===== config.mk =====
export PLATFORM = sky130hd
export DESIGN_NAME = rxf_front
export DESIGN_NICKNAME = d
export VERILOG_FILES = /design/src/rtl/rxf_pkg.sv /design/src/rtl/rxf_flag_cell.sv /design/src/rtl/rxf_rx_hold.sv /design/src/rtl/rxf_bus_if.sv /design/src/rtl/rxf_front.sv
export SDC_FILE = /design/constraint.sdc
export NUM_CORES = 1
export LEC_CHECK = 0
export ABC_AREA = 1
export BUFFER_PORTS_ARGS = -buffer_cell sky130_fd_sc_hd__buf_2
export CAP_MARGIN = 10
export CELL_PAD_IN_SITES_DETAIL_PLACEMENT = 2
export CELL_PAD_IN_SITES_GLOBAL_PLACEMENT = 2
export CORE_MARGIN = 1.5
export CORE_UTILIZATION = 23
export CTS_CLUSTER_DIAMETER = 150
export DETAILED_ROUTE_END_ITERATION = 8
export GPL_ROUTABILITY_DRIVEN = 0
export PLACE_DENSITY = 0.77
export SKIP_CTS_REPAIR_TIMING = 1
export SLEW_MARGIN = 20
export SYNTH_ARGS = -nofsm -noshare
export SYNTH_HDL_FRONTEND = slang
export SYNTH_HIERARCHICAL = 1
export SYNTH_SLANG_ARGS = --single-unit

===== constraint.sdc =====
create_clock -name clk_i -period 0.9 [get_ports clk_i]
set_input_delay 0.045 -clock clk_i [delete_from_list [all_inputs] [get_ports clk_i]]
set_output_delay 0.045 -clock clk_i [all_outputs]
set_load 0.005 [all_outputs]

===== src/rtl/rxf_pkg.sv =====
package rxf_pkg;
  localparam int unsigned N_FLAG    = 4;
  localparam int unsigned FLG_FULL  = 0;
  localparam int unsigned FLG_OVR   = 1;
  localparam int unsigned FLG_NOISE = 2;
  localparam int unsigned FLG_IDLE  = 3;

  localparam logic [1:0] ADR_STAT = 2'd0;
  localparam logic [1:0] ADR_DATA = 2'd1;
  localparam logic [1:0] ADR_CTRL = 2'd2;

  localparam int unsigned CTRL_W      = 2;
  localparam int unsigned CTL_OVR_IE  = 0;
  localparam int unsigned CTL_NZ_IE   = 1;
endpackage


===== src/rtl/rxf_flag_cell.sv =====
// Sticky flag with a per-flag clear arm.
module rxf_flag_cell (
  input  logic clk_i,
  input  logic rst_ni,
  input  logic set_i,
  input  logic stat_rd_i,
  input  logic data_rd_i,
  output logic flag_o
);
  logic flag_q, arm_q;

  always_ff @(posedge clk_i or negedge rst_ni) begin
    if (!rst_ni) begin
      flag_q <= 1'b0;
      arm_q  <= 1'b0;
    end else begin
      // set wins over a same-cycle clear
      if (set_i)                   flag_q <= 1'b1;
      else if (data_rd_i && arm_q) flag_q <= 1'b0;
      if (data_rd_i)               arm_q  <= 1'b0;
      else if (stat_rd_i && flag_q) arm_q <= 1'b1;
    end
  end

  assign flag_o = flag_q;
endmodule


===== src/rtl/rxf_rx_hold.sv =====
// Accept or discard an incoming character.
module rxf_rx_hold #(
  parameter int unsigned DATA_W = 8
) (
  input  logic              clk_i,
  input  logic              rst_ni,
  input  logic              char_done_i,
  input  logic [DATA_W-1:0] char_data_i,
  input  logic              full_i,
  output logic              accept_o,
  output logic              ovr_set_o,
  output logic [DATA_W-1:0] data_o
);
  logic [DATA_W-1:0] data_q;

  assign accept_o  = char_done_i && !full_i;
  assign ovr_set_o = char_done_i && full_i;

  always_ff @(posedge clk_i or negedge rst_ni) begin
    if (!rst_ni)       data_q <= '0;
    else if (accept_o) data_q <= char_data_i;
  end

  assign data_o = data_q;
endmodule


===== src/rtl/rxf_bus_if.sv =====
// Address decode, control register, read mux.
module rxf_bus_if
  import rxf_pkg::*;
#(
  parameter int unsigned DATA_W = 8,
  parameter int unsigned BUS_W  = 8
) (
  input  logic              clk_i,
  input  logic              rst_ni,
  input  logic [1:0]        bus_addr_i,
  input  logic              bus_rd_i,
  input  logic              bus_wr_i,
  input  logic [BUS_W-1:0]  bus_wdata_i,
  input  logic [N_FLAG-1:0] flags_i,
  input  logic [DATA_W-1:0] data_i,
  output logic              stat_rd_o,
  output logic              data_rd_o,
  output logic [CTRL_W-1:0] ctrl_o,
  output logic [BUS_W-1:0]  rdata_o
);
  logic [CTRL_W-1:0] ctrl_q;

  assign stat_rd_o = bus_rd_i && (bus_addr_i == ADR_STAT);
  assign data_rd_o = bus_rd_i && (bus_addr_i == ADR_DATA);

  always_ff @(posedge clk_i or negedge rst_ni) begin
    if (!rst_ni) ctrl_q <= '0;
    else if (bus_wr_i && bus_addr_i == ADR_CTRL) ctrl_q <= bus_wdata_i[CTRL_W-1:0];
  end

  always_comb begin
    rdata_o = '0;
    if (bus_rd_i) begin
      unique case (bus_addr_i)
        ADR_STAT: rdata_o[N_FLAG-1:0] = flags_i;
        ADR_DATA: rdata_o[DATA_W-1:0] = data_i;
        ADR_CTRL: rdata_o[CTRL_W-1:0] = ctrl_q;
        default:  rdata_o = '0;
      endcase
    end
  end

  assign ctrl_o = ctrl_q;
endmodule


===== src/rtl/rxf_front.sv =====
module rxf_front
  import rxf_pkg::*;
#(
  parameter int unsigned DATA_W = 8,
  parameter int unsigned BUS_W  = 8
) (
  input  logic              clk_i,
  input  logic              rst_ni,
  input  logic              char_done_i,
  input  logic [DATA_W-1:0] char_data_i,
  input  logic              char_noise_i,
  input  logic              line_idle_i,
  input  logic [1:0]        bus_addr_i,
  input  logic              bus_rd_i,
  input  logic              bus_wr_i,
  input  logic [BUS_W-1:0]  bus_wdata_i,
  output logic [BUS_W-1:0]  bus_rdata_o,
  output logic              err_irq_o
);
  logic [N_FLAG-1:0] flags, flag_set;
  logic [DATA_W-1:0] data_q;
  logic [CTRL_W-1:0] ctrl;
  logic stat_rd, data_rd, accept, ovr_set, idle_en_q;

  rxf_rx_hold #(.DATA_W(DATA_W)) u_hold (
    .clk_i, .rst_ni, .char_done_i, .char_data_i,
    .full_i(flags[FLG_FULL]), .accept_o(accept),
    .ovr_set_o(ovr_set), .data_o(data_q)
  );

  rxf_bus_if #(.DATA_W(DATA_W), .BUS_W(BUS_W)) u_bus (
    .clk_i, .rst_ni, .bus_addr_i, .bus_rd_i, .bus_wr_i, .bus_wdata_i,
    .flags_i(flags), .data_i(data_q), .stat_rd_o(stat_rd),
    .data_rd_o(data_rd), .ctrl_o(ctrl), .rdata_o(bus_rdata_o)
  );

  // idle may rise once per accepted character
  always_ff @(posedge clk_i or negedge rst_ni) begin
    if (!rst_ni)                         idle_en_q <= 1'b0;
    else if (accept)                     idle_en_q <= 1'b1;
    else if (line_idle_i && idle_en_q)   idle_en_q <= 1'b0;
  end

  always_comb begin
    flag_set            = '0;
    flag_set[FLG_FULL]  = accept;
    flag_set[FLG_OVR]   = ovr_set;
    flag_set[FLG_NOISE] = accept && char_noise_i;
    flag_set[FLG_IDLE]  = line_idle_i && idle_en_q;
  end

  for (genvar g = 0; g < N_FLAG; g++) begin : g_flag
    rxf_flag_cell u_cell (
      .clk_i, .rst_ni, .set_i(flag_set[g]),
      .stat_rd_i(stat_rd), .data_rd_i(data_rd), .flag_o(flags[g])
    );
  end

  assign err_irq_o = (flags[FLG_OVR] && ctrl[CTL_OVR_IE]) ||
                     (flags[FLG_NOISE] && ctrl[CTL_NZ_IE]);
endmodule


---- Yosys cells after proc, flatten, opt, wreduce, memory -nomap -nowiden ----
Index checks and enable logic that the tools add are counted.
word-level totals
  register bits ........................... 19
  bits of input ports ..................... 25
  output and inout port bits .............. 9
  word-level logic and storage cells ...... 64
operators by class
  equality and inequality tests ........... 2
  muxes and demuxes ....................... 22
  reductions and logical operators ........ 29
operator list
  cell                                            number
  2-to-1 mux 1 bit                                18
  nonzero test 2 bit                              9
  logical AND 1 bit                               17
  2-to-1 mux 8 bit                                1
  case mux 2 bit (3 select lines)                 1
  2-to-1 mux 4 bit                                1
  case mux 2 bit (2 select lines)                 1
  == test 2 x 1 -> 1 bit (second input constant)  1
  == test 2 bit (second input constant)           1
  zero test 2 bit                                 1
  zero test 1 bit                                 1
  logical OR 1 bit                                1

---- Depth between registers and ports, before layout ----
  depth after elaboration ................. 5
  mapped depth ............................ 7
  gate-level depth less buffers ........... 7

---- Hierarchy ----
Netlist, hierarchy kept.
modules (own cells, without submodules)
  module         instances  cells each  area each (um^2)  seq. area each (um^2)
  rxf_rx_hold    1          38          351.6             200.2
  rxf_flag_cell  4          9           81.3              50.0
  rxf_bus_if     1          42          225.2             50.0
  rxf_front      1          12          66.3              25.0

---- Least setup slack after synthesis ----
No wires, ideal clock.
  kind .................................... register to register
  from .................................... register g_flag[0].u_cell.flag_q
  to ...................................... register g_flag[2].u_cell.flag_q
  library setup time ...................... 0.065 ns
  arrival ................................. 0.821 ns
  required time ........................... 0.835 ns
  slack ................................... 0.015 ns
  cell stages (with the launch flop) ...... 8
  period minus slack after synthesis ...... 0.885 ns
  cells stage by stage .................... dfrtp_1 > inv_4 > nand2_8 > inv_2 > nand2_1 > inv_1 > inv_1 > nand2_1
between the ends
  word-level cells in the longest chain between the ends .. 4
  elaborated cells between the ends (all ways) .. 5
ends and longest elaborated chain
  item                                                    RTL line             RTL
  from (decl)                                             rxf_flag_cell.sv:10  logic flag_q, arm_q;
  from (signal assigned)                                  rxf_flag_cell.sv:14  flag_q <= 1'b0;
  from (signal assigned)                                  rxf_flag_cell.sv:18  if (set_i) flag_q <= 1'b1;
  from (signal assigned)                                  rxf_flag_cell.sv:19  else if (data_rd_i && arm_q) flag_q <= 1'b0;
  zero test 1 bit *                                       rxf_rx_hold.sv:16    assign accept_o = char_done_i && !full_i;
  logical AND 1 bit *                                     rxf_rx_hold.sv:16
  via accept                                              rxf_front.sv:23      logic stat_rd, data_rd, accept, ovr_set, idle_en_q;
  logical AND 1 bit *                                     rxf_front.sv:48      flag_set[FLG_NOISE] = accept && char_noise_i;
  via flag_set[2]                                         rxf_front.sv:20      logic [N_FLAG-1:0] flags, flag_set;
  2-to-1 mux 1 bit or nonzero test 2 bit (tied branches)  --
  to (signal assigned)                                    rxf_flag_cell.sv:14
  to (signal assigned)                                    rxf_flag_cell.sv:18
  to (signal assigned)                                    rxf_flag_cell.sv:19
  to (decl)                                               rxf_flag_cell.sv:10
Mark *: on every way through the listed nets, which the timed path passes. The rest lies on a longest branch.
A chain may end at the register's enable or synchronous reset.

---- Worst setup path in the final report ----
  from .................................... register u_bus.ctrl_q[1] (netlist: u_bus/ctrl_o[1])
  to ...................................... output bus_rdata_o[1]
between the ends
  word-level cells in the longest chain between the ends .. 2
ends and longest elaborated chain
  item                             RTL line          RTL
  from (decl)                      rxf_bus_if.sv:21  logic [CTRL_W-1:0] ctrl_q;
  from (signal assigned)           rxf_bus_if.sv:28  else if (bus_wr_i && bus_addr_i == ADR_CTRL) ctrl_q <= bus_wdata_i[CTRL_W-1:0];
  case mux 2 bit (3 select lines)  rxf_bus_if.sv:34  unique case (bus_addr_i)
  2-to-1 mux 8 bit                 rxf_bus_if.sv:33  if (bus_rd_i) begin
  to (decl)                        rxf_front.sv:17   output logic [BUS_W-1:0] bus_rdata_o,
No other way between the ends.

==> reports/qor.txt <==
wire length of the first global-routing pass: 4595 um
Cell variety after synth: 14
chip width: 67.89 um
cell mode on critical path: sky130_fd_sc_hd__nand3_1
Slowest-stage cell, CP: sky130_fd_sc_hd__dfrtp_1
Lkg Pwr: 0.0007873 uW
sequential fraction of the synthesis area: 49.10%
Tot GR Track Use: 13.79%
FILL cells: 500
count of final setup violators: 20
antenna viol nets, final: 0
most frequently used flop master after synthesis: sky130_fd_sc_hd__dfrtp_1
Via density: 4.354
cells on worst reg2reg path: 8
Netlist Area Pre-Place: 968.4 sq um
adder and majority gate portion of the synthesized area: 0%
starting density of the core: 24.04%
clock latency of the later-clocked register in the worst-skew pair: 0.27 ns
final WL: 3044 um
post-synthesis net count: 153
max-slew headroom at the worst pin: 68.52%
post-synthesis async set-or-reset flop share: 100.0%
Remaining DRCs: 0
CTS H-tree lvls: 1
Setup CP Type: register to output pin
fin worst setup slack: -0.2330 ns
first drt pass iteration count: 3
result of the run: complete, but fails checks
share of layout cells above drive strength 1: 36.36%
proportion of netlist area held by the largest area contributor: 49.10%
sink count of the clock tree: 19
Post-synth EDFFs: 0
WP depth: 5
total half-perimeter wirelength after legalization and detailed placement: 2226 um
worst hold stages: 3
minimum hold slack: 0.006056 ns
pin count of the biggest net entering global routing: 20
clock transition at the registers of the reported paths: 0.08 ns
sum of internal, switching and leakage power: 3282 uW
count of non-filler cells in the finished layout: 226
violated checks: setup timing
core box area: 4029 sq um
combined buffer and inverter count along the critical path: 2
cell at the root of the clock tree: sky130_fd_sc_hd__clkbuf_8
Hold Violations, Final: 0
remaining global-route overflow: 0
Initial DRC Count: 22
max-capacitance violation count: 0
cell family with most CP delay: flip-flops
WL per Instance: 13.47 um
maximum frequency from static timing analysis: 0.8826 GHz
number of nets in the final layout: 202
combinational family with the most area after synthesis: simple AND/OR/NAND/NOR gates
buffer depth of the longest clock path: 2
synthesized flop and latch total: 19
delay contributed by the slowest stage of the critical path: 0.41 ns
Cell Pwr Density: 2402 nW/um^2
Worst Max-Slew Pin Slew: 0.4721 ns
CP max FO: 2
Syn-to-layout area delta: 41.09%
arrival time worst endpoint: 1.09 ns
series of cell instances along the critical path: nand3_1 > nand3_1 > nand2_1 > inv_1 > buf_2
ranking of synthesized cells by instance count: 51 x sky130_fd_sc_hd__nand2_1, 22 x sky130_fd_sc_hd__inv_1, 19 x sky130_fd_sc_hd__dfrtp_1, 15 x sky130_fd_sc_hd__nand3_1, 5 x sky130_fd_sc_hd__nor2_1
CTS tree: done
share of the synthesized netlist area taken by xor and xnor gates: 0%
number of input and output port buffers inserted: 27
y dimension of the die: 67.89 um
library cell with the highest instance count after synthesis: sky130_fd_sc_hd__nand2_1
peak ir drop on the vdd network: 0.6058 mV
class of the tightest hold or removal check: input pin to register
synthesized instance count: 128
DIE AREA: 4609 sq um
post-synthesis share of cell area spent on and, or, nand and nor gates: 34.75%
row count: 23
TritonCTS buffer count: 3
required time at the worst-slack endpoint: 0.85 ns
Slew Limit Fails: 0
biggest area consumer among synthesized cells: sky130_fd_sc_hd__dfrtp_1
launching element type of the critical path: register
# diodes: 0
RSZ-0062 raised after global routing: yes
post-synthesis compound-gate area fraction: 4.651%
total number of vias: 984
Ports: 34
fin crit period: 1.133 ns
mux contribution to synthesized area: 0%
largest cells by area after synthesis: sky130_fd_sc_hd__dfrtp_1 49%, sky130_fd_sc_hd__nand2_1 20%, sky130_fd_sc_hd__inv_1 8.5%
average size of a mapped cell: 7.566 sq um
DP Cell Count: 211
CP endpoint kind: output pin
vias in the first global route: 1004
share of the clock period used by the worst path: 125.9%
final clock skew: 0.008287 ns
number of antenna violations at the first check in global routing: 0
number of synthesis warnings: 6
==> metal layers <==
metal  routed length, um  global-route usage, %  up-vias
li1                    -                      -      478
met1                1287                  16.02      475
met2                1573                  24.26       26
met3                 123                  2.632        5
met4                  59                  6.750        0
met5                   0                      0        -
==> layout by cell type (no fill, tap or decap), drive strengths merged <==
master / instances
nand2: 55
buf: 43
inv: 26
dfrtp: 19
nand3: 15
nor2: 6
a21oi: 4
clkbuf: 3
o21ai: 2
clkinv: 1
dlygate4sd3: 1
nor3b: 1
==> state kept, by name, summed over array words and instances, names as in the netlist <==
signal and count:
u_hold/data_o 8, g_flag.u_cell/arm_q 4, g_flag.u_cell/flag_o 4, u_bus/ctrl_o 2
idle_en_q 1
==> report_power, final <==
| group | switching (uW) | leakage [uW] | internal (uW) |
|---|---|---|---|
| Combinational | 654 | 0.000535 | 598 |
| Clock | 333 | 0.0000255 | 310 |
| Sequential | 209 | 0.000227 | 1180 |
==> stage by stage <==
| stage | setup TNS, ns | area [sq um] | util (%) | setup WS, ns |
|---|---|---|---|---|
| after floorplan | 0 | 968.4 | - | 0.01455 |
| after global placement | -0.01543 | 1207 | 29.97 | -0.01543 |
| after detailed placement | -0.3686 | 1207 | 29.97 | -0.04263 |
| after CTS | -1.349 | 1254 | 31.12 | -0.2547 |
| after global routing | -2.732 | 1366 | 33.91 | -0.2983 |
| final | -1.592 | 1366 | 33.91 | -0.2330 |
==> cells by family (layout without fill, tap and decap cells) <==
group / after synthesis / count (layout)
simple gates: 76 / 77
flops: 19 / 19
buf+inv: 27 / 74
compound gates: 6 / 6
==> worst paths after layout <==
check	startpoint	end	slack, ns
worst max-delay path	u_bus/ctrl_o[1]	bus_rdata_o[1]	-0.23
worst min-delay path	char_data_i[6]	u_hold/data_o[6]	0.006
worst max register to register	g_flag[0].u_cell/flag_o	g_flag[2].u_cell/flag_o	-0.11
worst min register to register	idle_en_q	idle_en_q	0.48
max in group asynchronous	rst_ni	g_flag[0].u_cell/flag_o	0.28
min in group asynchronous	rst_ni	u_bus/ctrl_o[1]	0.26
==> layout make-up <==
| cell class | count | area [sq um] | share of cell area [%] |
|---|---|---|---|
| repair buffers | 44 | 272.8 | 19.96 |
| well taps | 50 | 62.56 | 4.579 |
| clock buffers | 3 | 41.29 | 3.022 |
| clock inverters | 1 | 5.005 | 0.3663 |
| flip-flops and latches | 19 | 476.7 | 34.89 |
| multi-input cells | 83 | 400.4 | 29.30 |
| inverters | 26 | 107.6 | 7.875 |
==> tightest hold or removal path, delay by kind of cell <==
kind | cells | cell delay (ns)
and+or+nand+nor | 2 | 0.13
buffers and inverters | 1 | 0.07
Power figures use the tool's default switching activity.
